`config.mk`:
```
export PLATFORM = sky130hd
export DESIGN_NAME = rec_xfer_engine
export DESIGN_NICKNAME = d
export VERILOG_FILES = /design/src/rtl/rec_xfer_engine.sv
export SDC_FILE = /design/constraint.sdc
export NUM_CORES = 1
export LEC_CHECK = 0
export ABC_AREA = 1
export BUFFER_PORTS_ARGS = -buffer_cell sky130_fd_sc_hd__buf_2
export CELL_PAD_IN_SITES_DETAIL_PLACEMENT = 1
export CELL_PAD_IN_SITES_GLOBAL_PLACEMENT = 1
export CORE_MARGIN = 2
export CORE_UTILIZATION = 35
export CTS_BUF_LIST = sky130_fd_sc_hd__clkbuf_2 sky130_fd_sc_hd__clkbuf_4 sky130_fd_sc_hd__clkbuf_8
export DETAILED_ROUTE_END_ITERATION = 7
export PLACE_DENSITY = 0.84
export SYNTH_ARGS = -nofsm -noshare
export SYNTH_HDL_FRONTEND = slang
export SYNTH_SLANG_ARGS = --single-unit
```
`constraint.sdc`:
```
create_clock -name clk -period 1.79 [get_ports clk]
set_clock_uncertainty 0.2 [all_clocks]
set_input_delay 0 -clock clk [delete_from_list [all_inputs] [get_ports clk]]
set_output_delay 0 -clock clk [all_outputs]
set_load 0.02 [all_outputs]
```
`src/rtl/rec_xfer_engine.sv`:
```
module rec_xfer_engine #(
  parameter int AW       = 10,
  parameter int DW       = 16,
  parameter int PKT_BASE = 496
) (
  input  logic          clk,
  input  logic          rst_n,
  input  logic          cmd_valid,
  input  logic          cmd_dir,
  input  logic [1:0]    cmd_pkt,
  output logic          cmd_err,
  output logic          busy,
  output logic          done,
  output logic          mem_req,
  output logic          mem_we,
  output logic [AW-1:0] mem_addr,
  output logic [DW-1:0] mem_wdata,
  input  logic [DW-1:0] mem_rdata,
  output logic          dev_cmd_valid,
  output logic [DW-1:0] dev_cmd,
  input  logic          dev_rdy,
  input  logic          dev_last,
  input  logic [DW-1:0] dev_rdata,
  output logic          dev_wvalid,
  output logic [DW-1:0] dev_wdata,
  output logic          dev_ack
);

  localparam logic [AW-1:0] BASE = AW'(PKT_BASE);

  typedef enum logic [3:0] {
    S_IDLE, S_P0, S_P1, S_P2, S_P3, S_IN, S_ORD, S_OLAT, S_OOFF, S_WB, S_FIN
  } st_t;

  st_t           st;
  logic          dir_q;
  logic [1:0]    pkt_q;
  logic [DW-1:0] cmd_q;
  logic [DW-1:0] out_q;
  logic [AW-1:0] fin_q;
  logic [AW-1:0] addr_q;
  logic [AW-1:0] pbase;
  logic          cmd_sent;
  logic          at_end;

  assign pbase         = BASE + AW'({pkt_q, 2'b00});
  assign at_end        = dev_last || (addr_q == fin_q);
  assign busy          = (st != S_IDLE);
  assign done          = (st == S_FIN);
  assign cmd_err       = cmd_valid && busy;
  assign dev_cmd_valid = (st == S_P3);
  assign dev_cmd       = cmd_q;
  assign dev_wvalid    = (st == S_OOFF);
  assign dev_wdata     = out_q;
  assign dev_ack       = dev_rdy && ((st == S_IN) || (st == S_OOFF));

  always_comb begin
    mem_req   = 1'b0;
    mem_we    = 1'b0;
    mem_addr  = addr_q;
    mem_wdata = dev_rdata;
    case (st)
      S_P0:  begin mem_req = 1'b1; mem_addr = pbase; end
      S_P1:  begin mem_req = 1'b1; mem_addr = pbase + AW'(1); end
      S_P2:  begin mem_req = 1'b1; mem_addr = pbase + AW'(2); end
      S_IN:  begin mem_req = dev_rdy; mem_we = 1'b1; end
      S_ORD: mem_req = 1'b1;
      S_WB:  begin
        mem_req   = 1'b1;
        mem_we    = 1'b1;
        mem_addr  = pbase + AW'(3);
        mem_wdata = DW'(addr_q);
      end
      default: ;
    endcase
  end

  always_ff @(posedge clk) begin
    if (!rst_n) begin
      st       <= S_IDLE;
      dir_q    <= 1'b0;
      pkt_q    <= '0;
      cmd_q    <= '0;
      out_q    <= '0;
      fin_q    <= '0;
      addr_q   <= '0;
      cmd_sent <= 1'b0;
    end else begin
      if (dev_cmd_valid) cmd_sent <= 1'b1;
      case (st)
        S_IDLE: begin
          cmd_sent <= 1'b0;
          if (cmd_valid) begin
            dir_q <= cmd_dir;
            pkt_q <= cmd_pkt;
            st    <= S_P0;
          end
        end
        S_P0: st <= S_P1;
        S_P1: begin cmd_q <= mem_rdata; st <= S_P2; end
        S_P2: begin fin_q <= mem_rdata[AW-1:0]; st <= S_P3; end
        S_P3: begin
          addr_q <= mem_rdata[AW-1:0];
          st     <= dir_q ? S_ORD : S_IN;
        end
        S_IN: if (dev_rdy) begin
          if (at_end) st <= S_WB;
          else addr_q <= addr_q + 1'b1;
        end
        S_ORD:  st <= S_OLAT;
        S_OLAT: begin out_q <= mem_rdata; st <= S_OOFF; end
        S_OOFF: if (dev_rdy) begin
          if (at_end) st <= S_WB;
          else begin
            addr_q <= addr_q + 1'b1;
            st     <= S_ORD;
          end
        end
        S_WB:  st <= S_FIN;
        S_FIN: st <= S_IDLE;
        default: st <= S_IDLE;
      endcase
    end
  end


  cmd_first_chk: assert property (@(posedge clk) disable iff (!rst_n)
    dev_ack |-> cmd_sent);


  final_stop_chk: assert property (@(posedge clk) disable iff (!rst_n)
    (dev_ack && addr_q == fin_q) |=> (!dev_ack && !dev_wvalid));


  last_stop_chk: assert property (@(posedge clk) disable iff (!rst_n)
    (dev_ack && dev_last) |=> (!dev_ack && !dev_wvalid));


  done_idle_chk: assert property (@(posedge clk) disable iff (!rst_n)
    done |=> (!busy && !done));


  accept_busy_chk: assert property (@(posedge clk) disable iff (!rst_n)
    (cmd_valid && !busy) |=> busy);


  err_hold_chk: assert property (@(posedge clk) disable iff (!rst_n)
    cmd_err |=> ($stable(pkt_q) && $stable(dir_q)));

endmodule

```
==> flow_summary.yaml, run 1 <==
setup_path:
  start_kind: "flip-flop"
  r2r_cells: 12
  reg2reg_to: "addr_q[0]"
  startpoint: "st[3]"
  path_class: "flip-flop to output port"
  end_kind: "output port"
  cp.arrival_ns: 1.66
  path_max_fanout: 3
  rrSetupSlack_ns: -0.04
  required_ns: 1.59
  reg2reg_from: "st[2]"
sta:
  finalMaxSlewViolations: 0
  period_needed_ns: 1.86
  grt_setup_unrepaired: "true"
  timing.fmax_ghz: 0.539
  hold_violations: 0
  setup_violations: 22
  worst_slew_pin_slew_ns: 0.471
  max_slew_margin: 0.686
  setup_slack_ns: -0.0655
  finalCritPeriodShare: 1.04
synthesis:
  syn_area_per_cell_um2: 6.52
  netlist.area_leader.share: 0.396
  yosys-top-cells-area: "dfxtp_1 (40%), nor2_1 (12%), nand2_1 (11%)"
  synth.top_cells.by_count: "nor2_1 (99), nand2_1 (88), o21ai_0 (65)"
  synthCells: 457
  yosysWarnings: 0
  synth_ff_type: "dfxtp_1"
  synth_edf_count: 0
  synth.distinct_cells: 33
  syn-num-nets: 498
  yosysTopAreaCell: "dfxtp_1"
  async_flop_share: 0
  netlist_area_um2: 2980
  yosysMostFrequentCell: "nor2_1"
  yosysSeqAreaShare: 0.396
  ys_ff_latch: 59
route:
  via_per_inst: 5.10
  wl_per_cell_um: 17.8
  drc: 0
  drtIter0Drc: 189
  ant_nets: 0
  routed_wirelength_um: 13000
  drtPass1Iterations: 5
  vias: 3722
grt:
  grt_max_degree: 30
  antenna_found_initial: 0
  globalRouteTotalUtil: 0.261
  grt.overflow.total: 0
  grt_pass1_vias: 3754
  grt.met3_usage: 0.0431
  grt_util_met2: 0.453
  use_met1: 0.321
  busiest_layer: "met2"
  grt_pass1_wl_um: 18400
power_and_ir_drop:
  power.internal_mw: 2.73
  seqPwrFrac: 0.353
  power_switching_share: 0.341
  leakagePower_nw: 2.39
  ir_worst_vdd_mv: 0.480
  total_power_mw: 4.15
  power.density_nw_per_um2: 856
  switchingPower_mw: 1.41
  p_clk_frac: 0.343
  p_comb_frac: 0.304
place:
  dpl.hpwl_um: 7710
  dpl-instance-area_um2: 3770
  globalplace.congestion: 0.976
  dp.cells: 676
  port_buffers: 105
clock_network:
  cts_tree: "built"
  root_buffer: "clkbuf_8"
  cts_buffers: 9
  clkSinkCount: 59
  h-tree-depth: 3
  cts_buffer_depth: 2
  clk_latency_ns: 0.34
  clk_pin_slew_worst_paths_ns: 0.08
layout:
  drive_gt1_frac: 0.384
  antenna_cells: 0
  final_cells: 730
  nets: 661
  final_area_um2: 4840
  fillCellCount: 1040
  areaGrowthSynthToFinish_pct: 62.5
floorplan:
  std_cell_rows: 33
  ios: 106
  die_height_um: 96.3
  dieArea_um2: 9270
  chipWidth_um: 96.3
  fp.coreArea_um2: 8220
  initial_core_util: 0.363
min_path:
  holdCritStartpoint: "dev_rdata[5]"
  whs_endpoint: "mem_wdata[5]"
  min_path_cells: 4
  holdCritPathClass: "input pin to output port"
job:
  maxCapViolations: 0
run_status:
  status: "complete, but fails checks"
  violations: "setup timing"
[how the worst max path moves through the flow]
| stage | to | slack [ns] | depth (start not counted) |
|---|---|---|---|
| 2_1_floorplan | mem_wdata[0] | -0.04 | 7 |
| 3_3_place_gp | addr_q[8] | -0.11 | 10 |
| 3_5_place_dp | addr_q[8] | -0.16 | 10 |
| 4_1_cts | mem_wdata[1] | -0.02 | 8 |
| 5_1_grt | addr_q[0] | -0.13 | 12 |
| 6_report | mem_addr[0] | -0.07 | 9 |
[kinds of logic (layout without fill, tap and decap cells)]
family | Yosys count | in the layout | synth area share
AO/OA/AOI/OAI | 104 | 104 | 0.183
XOR/XNOR | 3 | 3 | 0.00882
adder cells (fa/ha/maj) | 1 | 1 | 0.00420
buffers and inverters | 76 | 242 | 0.102
flip-flops | 59 | 59 | 0.396
AND/OR/NAND/NOR | 214 | 216 | 0.306
[routing by layer]
metal	vias to the layer above	share of wire
li1	1769	-
met5	-	0
met1	1792	0.41
met2	140	0.51
met3	21	0.060
met4	0	0.017
[critical path, cell delays in order (launching register included)]
cell,delay (ns)
dfxtp_4,0.37
inv_4,0.07
nor2_4,0.04
inv_2,0.07
nor2_4,0.05
a21oi_4,0.16
buf_6,0.13
inv_2,0.04
o211ai_1,0.20
buf_4,0.18
[stage by stage]
| step | utilization | TNS (ns) | hold WS, ns | setup WS [ns] |
|---|---|---|---|---|
| after global placement | 0.459 | -0.185 | 0.0385 | -0.109 |
| after detailed placement | 0.459 | -0.409 | 0.0469 | -0.160 |
| after CTS | 0.548 | -0.189 | 0.0955 | -0.0206 |
| after global routing | 0.589 | -2.69 | 0.114 | -0.125 |
| after floorplan | - | -0.215 | -0.0806 | -0.0448 |
| final | 0.589 | -0.539 | 0.103 | -0.0655 |
[layout by cell type, fill, tap and decap left out, types with 7 or more instances in the layout]
| cell | Yosys | final |
|---|---|---|
| nor2_4 | 2 | 8 |
| buf_2 | 4 | 84 |
| inv_1 | 54 | 45 |
| dfxtp_1 | 59 | 52 |
| nand2_4 | 1 | 13 |
| nand3_1 | 13 | 10 |
| nor2_1 | 99 | 91 |
| nand2_2 | 2 | 9 |
| o21ai_0 | 65 | 54 |
| a21oi_1 | 26 | 23 |
| dlygate4sd3_1 | 0 | 23 |
| buf_4 | 0 | 36 |
| buf_6 | 1 | 21 |
| inv_2 | 3 | 7 |
| nand2_1 | 88 | 70 |
| clkbuf_8 | 0 | 10 |
[sequential cells by signal, summed over array words and instances, names as in the netlist]
signal and cells:
dev_cmd 16, dir_q 1, fin_q 10, st 4, pkt_q 2, dev_wdata 16
addr_q 10
[repair_timing]
item,in CTS,in global routing
endpoints found under the setup margin,31,38
hold endpoints to repair,59,0
hold buffers,23,0
gates resized for setup,77,68
buffers inserted,9,3
cloned,0,4
pin swaps,7,6
[cell type report]
class | count | area, um^2 | area share
Multi-Input combinational cell | 324 | 1810 | 0.374
Inverter | 58 | 236 | 0.0488
Sequential cell | 59 | 1200 | 0.247
Timing Repair Buffer | 168 | 1240 | 0.256
Clock inverter | 6 | 88.8 | 0.0183
Tap cell | 105 | 131 | 0.0271
Clock buffer | 10 | 138 | 0.0284
[power by group through the flow]
stage                     logic, mW  registers (mW)  clock network (mW)
after global placement        0.918            1.48                   0
after CTS                      1.13            1.46                1.43
after detailed placement      0.937            1.48                   0
final                          1.26            1.47                1.42
after global routing           1.35            1.48                1.49
after floorplan               0.508            1.53                   0
Note: power is estimated with default switching activity, not from simulation.
==> run 2: changes to the inputs <==
==> config.mk (replaced) <==
export PLATFORM = sky130hd
export DESIGN_NAME = rec_xfer_engine
export DESIGN_NICKNAME = d
export VERILOG_FILES = /design/src/rtl/rec_xfer_engine.sv
export SDC_FILE = /design/constraint.sdc
export NUM_CORES = 1
export LEC_CHECK = 0
export ABC_AREA = 1
export BUFFER_PORTS_ARGS = -buffer_cell sky130_fd_sc_hd__buf_2
export CELL_PAD_IN_SITES_DETAIL_PLACEMENT = 2
export CELL_PAD_IN_SITES_GLOBAL_PLACEMENT = 2
export CORE_MARGIN = 2
export CORE_UTILIZATION = 28
export CTS_BUF_LIST = sky130_fd_sc_hd__clkbuf_2 sky130_fd_sc_hd__clkbuf_4 sky130_fd_sc_hd__clkbuf_8
export DETAILED_ROUTE_END_ITERATION = 7
export PLACE_DENSITY = 0.88
export SYNTH_ARGS = -nofsm -noshare
export SYNTH_HDL_FRONTEND = slang
export SYNTH_SLANG_ARGS = --single-unit
==> constraint.sdc (replaced) <==
create_clock -name clk -period 2.35 [get_ports clk]
set_clock_uncertainty 0.2 [all_clocks]
set_input_delay 0 -clock clk [delete_from_list [all_inputs] [get_ports clk]]
set_output_delay 0 -clock clk [all_outputs]
set_load 0.02 [all_outputs]
==> run 2 against run 1 <==
Compared with the run above:
- the flow now finishes without violations
- global-route usage down 2.2 points
- worst hold slack better by 0.015 ns
- die area up 24%
- final area down 14%
- final cell count is 0.82% higher
- non-clock buffer count fell by 27
- utilization decreased by 18 points
- register-to-register slack improved by 0.21 ns
- clock-buffer cell count down 1
- clock power fell by 27%
==> flow_summary.yaml, run 2 (synthesis gave the netlist of run 1 again) <==
grt:
  antenna_found_initial: 0
  grt.overflow.total: 0
  grt_pass1_vias: 3997
  globalRouteTotalUtil: 0.239
  grt_pass1_wl_um: 21200
  grt_max_degree: 41
floorplan:
  die_height_um: 107
  fp.coreArea_um2: 10300
  initial_core_util: 0.289
  chipWidth_um: 107
  std_cell_rows: 37
  ios: 106
  dieArea_um2: 11500
sta:
  period_needed_ns: 2.21
  hold_violations: 0
  setup_violations: 0
  worst_slew_pin_slew_ns: 0.668
  max_slew_margin: 0.555
  finalCritPeriodShare: 0.940
  timing.fmax_ghz: 0.453
  finalMaxSlewViolations: 0
  whs_ns: 0.118
  setup_slack_ns: 0.142
  setup_tns_ns: 0
route:
  drtIter0Drc: 157
  via_per_inst: 4.87
  routed_wirelength_um: 13600
  wl_per_cell_um: 18.5
  ant_nets: 0
  wl_met2_um: 6780
  drc: 0
  wl_met3_um: 693
  topRoutingLayerUsed: "met4"
  drtPass1Iterations: 4
  vias: 3584
  wl_met1_um: 5900
power_and_ir_drop:
  power.density_nw_per_um2: 700
  ir_worst_vdd_mv: 0.337
  leakagePower_nw: 2.12
setup_path:
  required_ns: 2.15
  path_delay_family: "buffers and inverters"
  r2r_cells: 7
  endpoint: "mem_wdata[7]"
  start_kind: "flip-flop"
  crit_top_cell: "inv_1"
  path_max_fanout: 6
  max_stage_delay_ns: 0.37
  cp_cell_sequence: "inv_1, nor2_2, inv_1, nor2_4, clkinvlp_2, nand2_1, o21ai_0, buf_2"
  slowest_stage: "dfxtp_1"
  path_class: "flip-flop to output port"
  rrSetupSlack_ns: 0.17
  reg2reg_to: "dir_q"
  critPathBufInv: 4
  reg2reg_from: "st[0]"
  end_kind: "output port"
  cp.arrival_ns: 2.01
  critical_path_depth: 8
  startpoint: "st[3]"
layout:
  fin_util: 0.405
  final_cell_mix: "buf_2 (105), nor2_1 (96), nand2_1 (88), o21ai_0 (65), dfxtp_1 (59)"
  fillCellCount: 1265
  final_cells: 736
  antenna_cells: 0
  layout.cells.most_common: "buf_2"
  drive_gt1_frac: 0.263
  nets: 636
  areaGrowthSynthToFinish_pct: 40.3
clock_network:
  clkSinkCount: 59
  cts_buffers: 9
  clk_pin_slew_worst_paths_ns: 0.08
  root_buffer: "clkbuf_8"
  cts_buffer_depth: 2
  cts_tree: "built"
  h-tree-depth: 3
  clk_latency_ns: 0.35
place:
  place_ws_ns: 0.277
  dpl.hpwl_um: 8660
  port_buffers: 105
  dp.cells: 687
  globalplace.congestion: 0.944
job:
  maxCapViolations: 0
run_status:
  status: "completed"
min_path:
  holdCritPathClass: "input pin to output port"
[run 2: area by class of cell]
| type | count | area [um^2] | share of cell area |
|---|---|---|---|
| Clock buffer | 9 | 124 | 0.0296 |
| Inverter | 58 | 230 | 0.0551 |
| Clock inverter | 7 | 85.1 | 0.0203 |
| Tap cell | 136 | 170 | 0.0407 |
| Timing Repair inverter | 3 | 17.5 | 0.00419 |
| Sequential cell | 59 | 1180 | 0.282 |
| Timing Repair Buffer | 141 | 858 | 0.205 |
| Multi-Input combinational cell | 323 | 1520 | 0.362 |
[run 2: where the power goes]
| group | internal, mW | leakage [nW] | switching (mW) |
|---|---|---|---|
| registers | 1.07 | 0.478 | 0.0527 |
| logic | 0.255 | 1.54 | 0.515 |
| clock network | 0.511 | 0.106 | 0.526 |
[run 2: worst min-delay path, cell delays in order]
cell and delay [ns]:
buf_2 0.09, inv_1 0.04, nor2_1 0.04, buf_2 0.14
[run 2: through the flow]
step                      instance area (um^2)  power [mW]
after floorplan                           2980        1.55
after global placement                    3650        1.81
after detailed placement                  3650        1.84
after CTS                                 4120        2.89
after global routing                      4180        3.06
final                                     4180        2.93
[run 2: per-layer routing]
layer | GRT usage | vias up
met5 | 0 | -
met4 | 0.0631 | 0
met3 | 0.0565 | 17
met2 | 0.426 | 103
met1 | 0.286 | 1751
li1 | - | 1713
[run 2: how the worst min path moves through the flow]
| stage | from | end | slack (ns) | cells past startpoint |
|---|---|---|---|---|
| finish | dev_rdata[12] | mem_wdata[12] | 0.12 | 4 |
| global route | dev_rdata[11] | mem_wdata[11] | 0.14 | 4 |
| CTS | dev_rdata[15] | mem_wdata[15] | 0.12 | 4 |
| detailed placement | mem_rdata[12] | dev_cmd[12] | 0.05 | 3 |
| global placement | mem_rdata[12] | dev_cmd[12] | 0.04 | 3 |
| floorplan | dev_rdata[10] | mem_wdata[10] | -0.08 | 2 |
[run 2: repair_timing]
action	4_1_cts	5_1_grt
endpoints found under the hold margin	58	0
setup endpoints to repair	8	12
gates resized for setup	3	4
hold buffers	25	0
setup buffers	0	4
pin swaps	0	1
gates cloned	1	3
==> run 3: changes to the inputs <==
--- a/config.mk
+++ b/config.mk
@@ -13,6 +13,8 @@
 export CORE_UTILIZATION = 28
 export CTS_BUF_LIST = sky130_fd_sc_hd__clkbuf_2 sky130_fd_sc_hd__clkbuf_4 sky130_fd_sc_hd__clkbuf_8
 export DETAILED_ROUTE_END_ITERATION = 7
+export HOLD_SLACK_MARGIN = 0.02
+export MAX_ROUTING_LAYER = met4
 export PLACE_DENSITY = 0.88
 export SYNTH_ARGS = -nofsm -noshare
 export SYNTH_HDL_FRONTEND = slang
==> run 3 against run 2 <==
Compared with the run above:
- critical path depth decreased by 1
- die area unchanged
- non-clock buffer count unchanged
- setup slack improved by 0.0078 ns
- combinational power is essentially flat
- worst hold slack is essentially flat
- clock power barely moved
- flip-flop and latch count unchanged
- final area down 0.18%
- final cell count down 0.14%
==> flow_summary.yaml, run 3 (synthesis gave the netlist of run 1 again) <==
place:
  dpl-instance-area_um2: 3650
  globalplace.congestion: 0.961
  place_ws_ns: 0.277
  dpl.hpwl_um: 8660
  dp.cells: 687
  port_buffers: 105
layout:
  final_cell_mix: "buf_2 (105), nor2_1 (97), nand2_1 (88), o21ai_0 (65), dfxtp_1 (59)"
  antenna_cells: 0
  layout.cells.most_common: "buf_2"
  final_cells: 735
  ff_latch_area_um2: 1180
  fillCellCount: 1267
  nets: 635
  multi_input_area_um2: 1510
  final_area_um2: 4170
  fin_util: 0.404
  drive_gt1_frac: 0.260
  areaGrowthSynthToFinish_pct: 40.1
floorplan:
  ios: 106
  initial_core_util: 0.289
  std_cell_rows: 37
  dieArea_um2: 11500
  chipWidth_um: 107
  die_height_um: 107
  fp.coreArea_um2: 10300
power_and_ir_drop:
  power.internal_mw: 1.83
  total_power_mw: 2.93
  power.density_nw_per_um2: 701
  leakagePower_nw: 2.12
  switchingPower_mw: 1.09
  p_clk_frac: 0.354
  seqPwrFrac: 0.382
  power_switching_share: 0.374
  ir_worst_vdd_mv: 0.339
  p_comb_frac: 0.264
route:
  ant_nets: 0
  via_per_inst: 4.90
  drtIter0Drc: 161
  routed_wirelength_um: 13600
  drtPass1Iterations: 4
  vias: 3598
  drc: 0
  wl_per_cell_um: 18.4
clock_network:
  cts_buffer_depth: 2
  cts_tree: "built"
  h-tree-depth: 3
  root_buffer: "clkbuf_8"
  cts_buffers: 9
  clk_latency_ns: 0.35
  clk_pin_slew_worst_paths_ns: 0.08
  clkSinkCount: 59
sta:
  period_needed_ns: 2.20
  timing.fmax_ghz: 0.454
  hold_violations: 0
  setup_tns_ns: 0
  whs_ns: 0.118
  setup_violations: 0
  setup_slack_ns: 0.150
  finalMaxSlewViolations: 0
  worst_slew_pin_slew_ns: 0.674
  finalCritPeriodShare: 0.936
  max_slew_margin: 0.551
min_path:
  holdCritPathClass: "input pin to output port"
setup_path:
  endpoint: "mem_wdata[4]"
  r2r_cells: 7
  reg2reg_from: "st[0]"
  required_ns: 2.15
  start_kind: "flip-flop"
  cp.arrival_ns: 2.00
  end_kind: "output port"
  rrSetupSlack_ns: 0.16
  path_max_fanout: 5
  startpoint: "st[3]"
  path_class: "flip-flop to output port"
  reg2reg_to: "dir_q"
grt:
  grt_pass1_vias: 4009
  grt.overflow.total: 0
  globalRouteTotalUtil: 0.245
  grt_max_degree: 41
  grt_pass1_wl_um: 21200
  antenna_found_initial: 0
job:
  maxCapViolations: 0
run_status:
  status: "completed"
## run 3: repair_timing
| action | CTS | global route |
|---|---|---|
| hold buffers | 25 | 0 |
| setup buffers | 0 | 4 |
| endpoints found under the setup margin | 8 | 11 |
| hold endpoints to repair | 59 | 0 |
| resized for setup | 3 | 3 |
| gates cloned | 1 | 2 |
| pin swaps | 0 | 1 |
## run 3: worst min-delay path by stage
| stage | start | endpoint | depth (start not counted) |
|---|---|---|---|
| 6_report | dev_rdata[12] | mem_wdata[12] | 4 |
| 4_1_cts | dev_rdata[15] | mem_wdata[15] | 4 |
| 2_1_floorplan | dev_rdata[10] | mem_wdata[10] | 2 |
| 3_3_place_gp | mem_rdata[12] | dev_cmd[12] | 3 |
| 5_1_grt | dev_rdata[11] | mem_wdata[11] | 4 |
| 3_5_place_dp | mem_rdata[12] | dev_cmd[12] | 3 |
## run 3: cell type report
type / instances / area share
clock inverter: 7 / 0.0204
multi-input combinational: 323 / 0.362
sequential: 59 / 0.283
clock buffer: 9 / 0.0297
timing repair inverter: 2 / 0.00300
timing repair buffer: 141 / 0.206
tap: 136 / 0.0408
inverter: 58 / 0.0552
## run 3: critical path, cell delays in order, from the launching register on
cell and delay [ns]:
dfxtp_1 0.37, inv_1 0.08, nor2_1 0.17, inv_1 0.13
nor2_4 0.25, clkinvlp_2 0.24, o21ai_0 0.21, buf_2 0.19
## run 3: routing by layer
metal,up-vias,global-route usage,share of wire
li1,1715,-,-
met1,1755,0.288,0.44
met2,108,0.426,0.50
met3,20,0.0444,0.048
met4,0,0.0686,0.019
met5,-,-,0
## run 3: power by group through the flow
stage	clock [mW]	combinational [mW]	sequential (mW)
floorplan	0	0.385	1.17
global placement	0	0.677	1.13
detailed placement	0	0.704	1.13
CTS	1.03	0.751	1.11
global route	1.09	0.839	1.13
finish	1.04	0.771	1.12
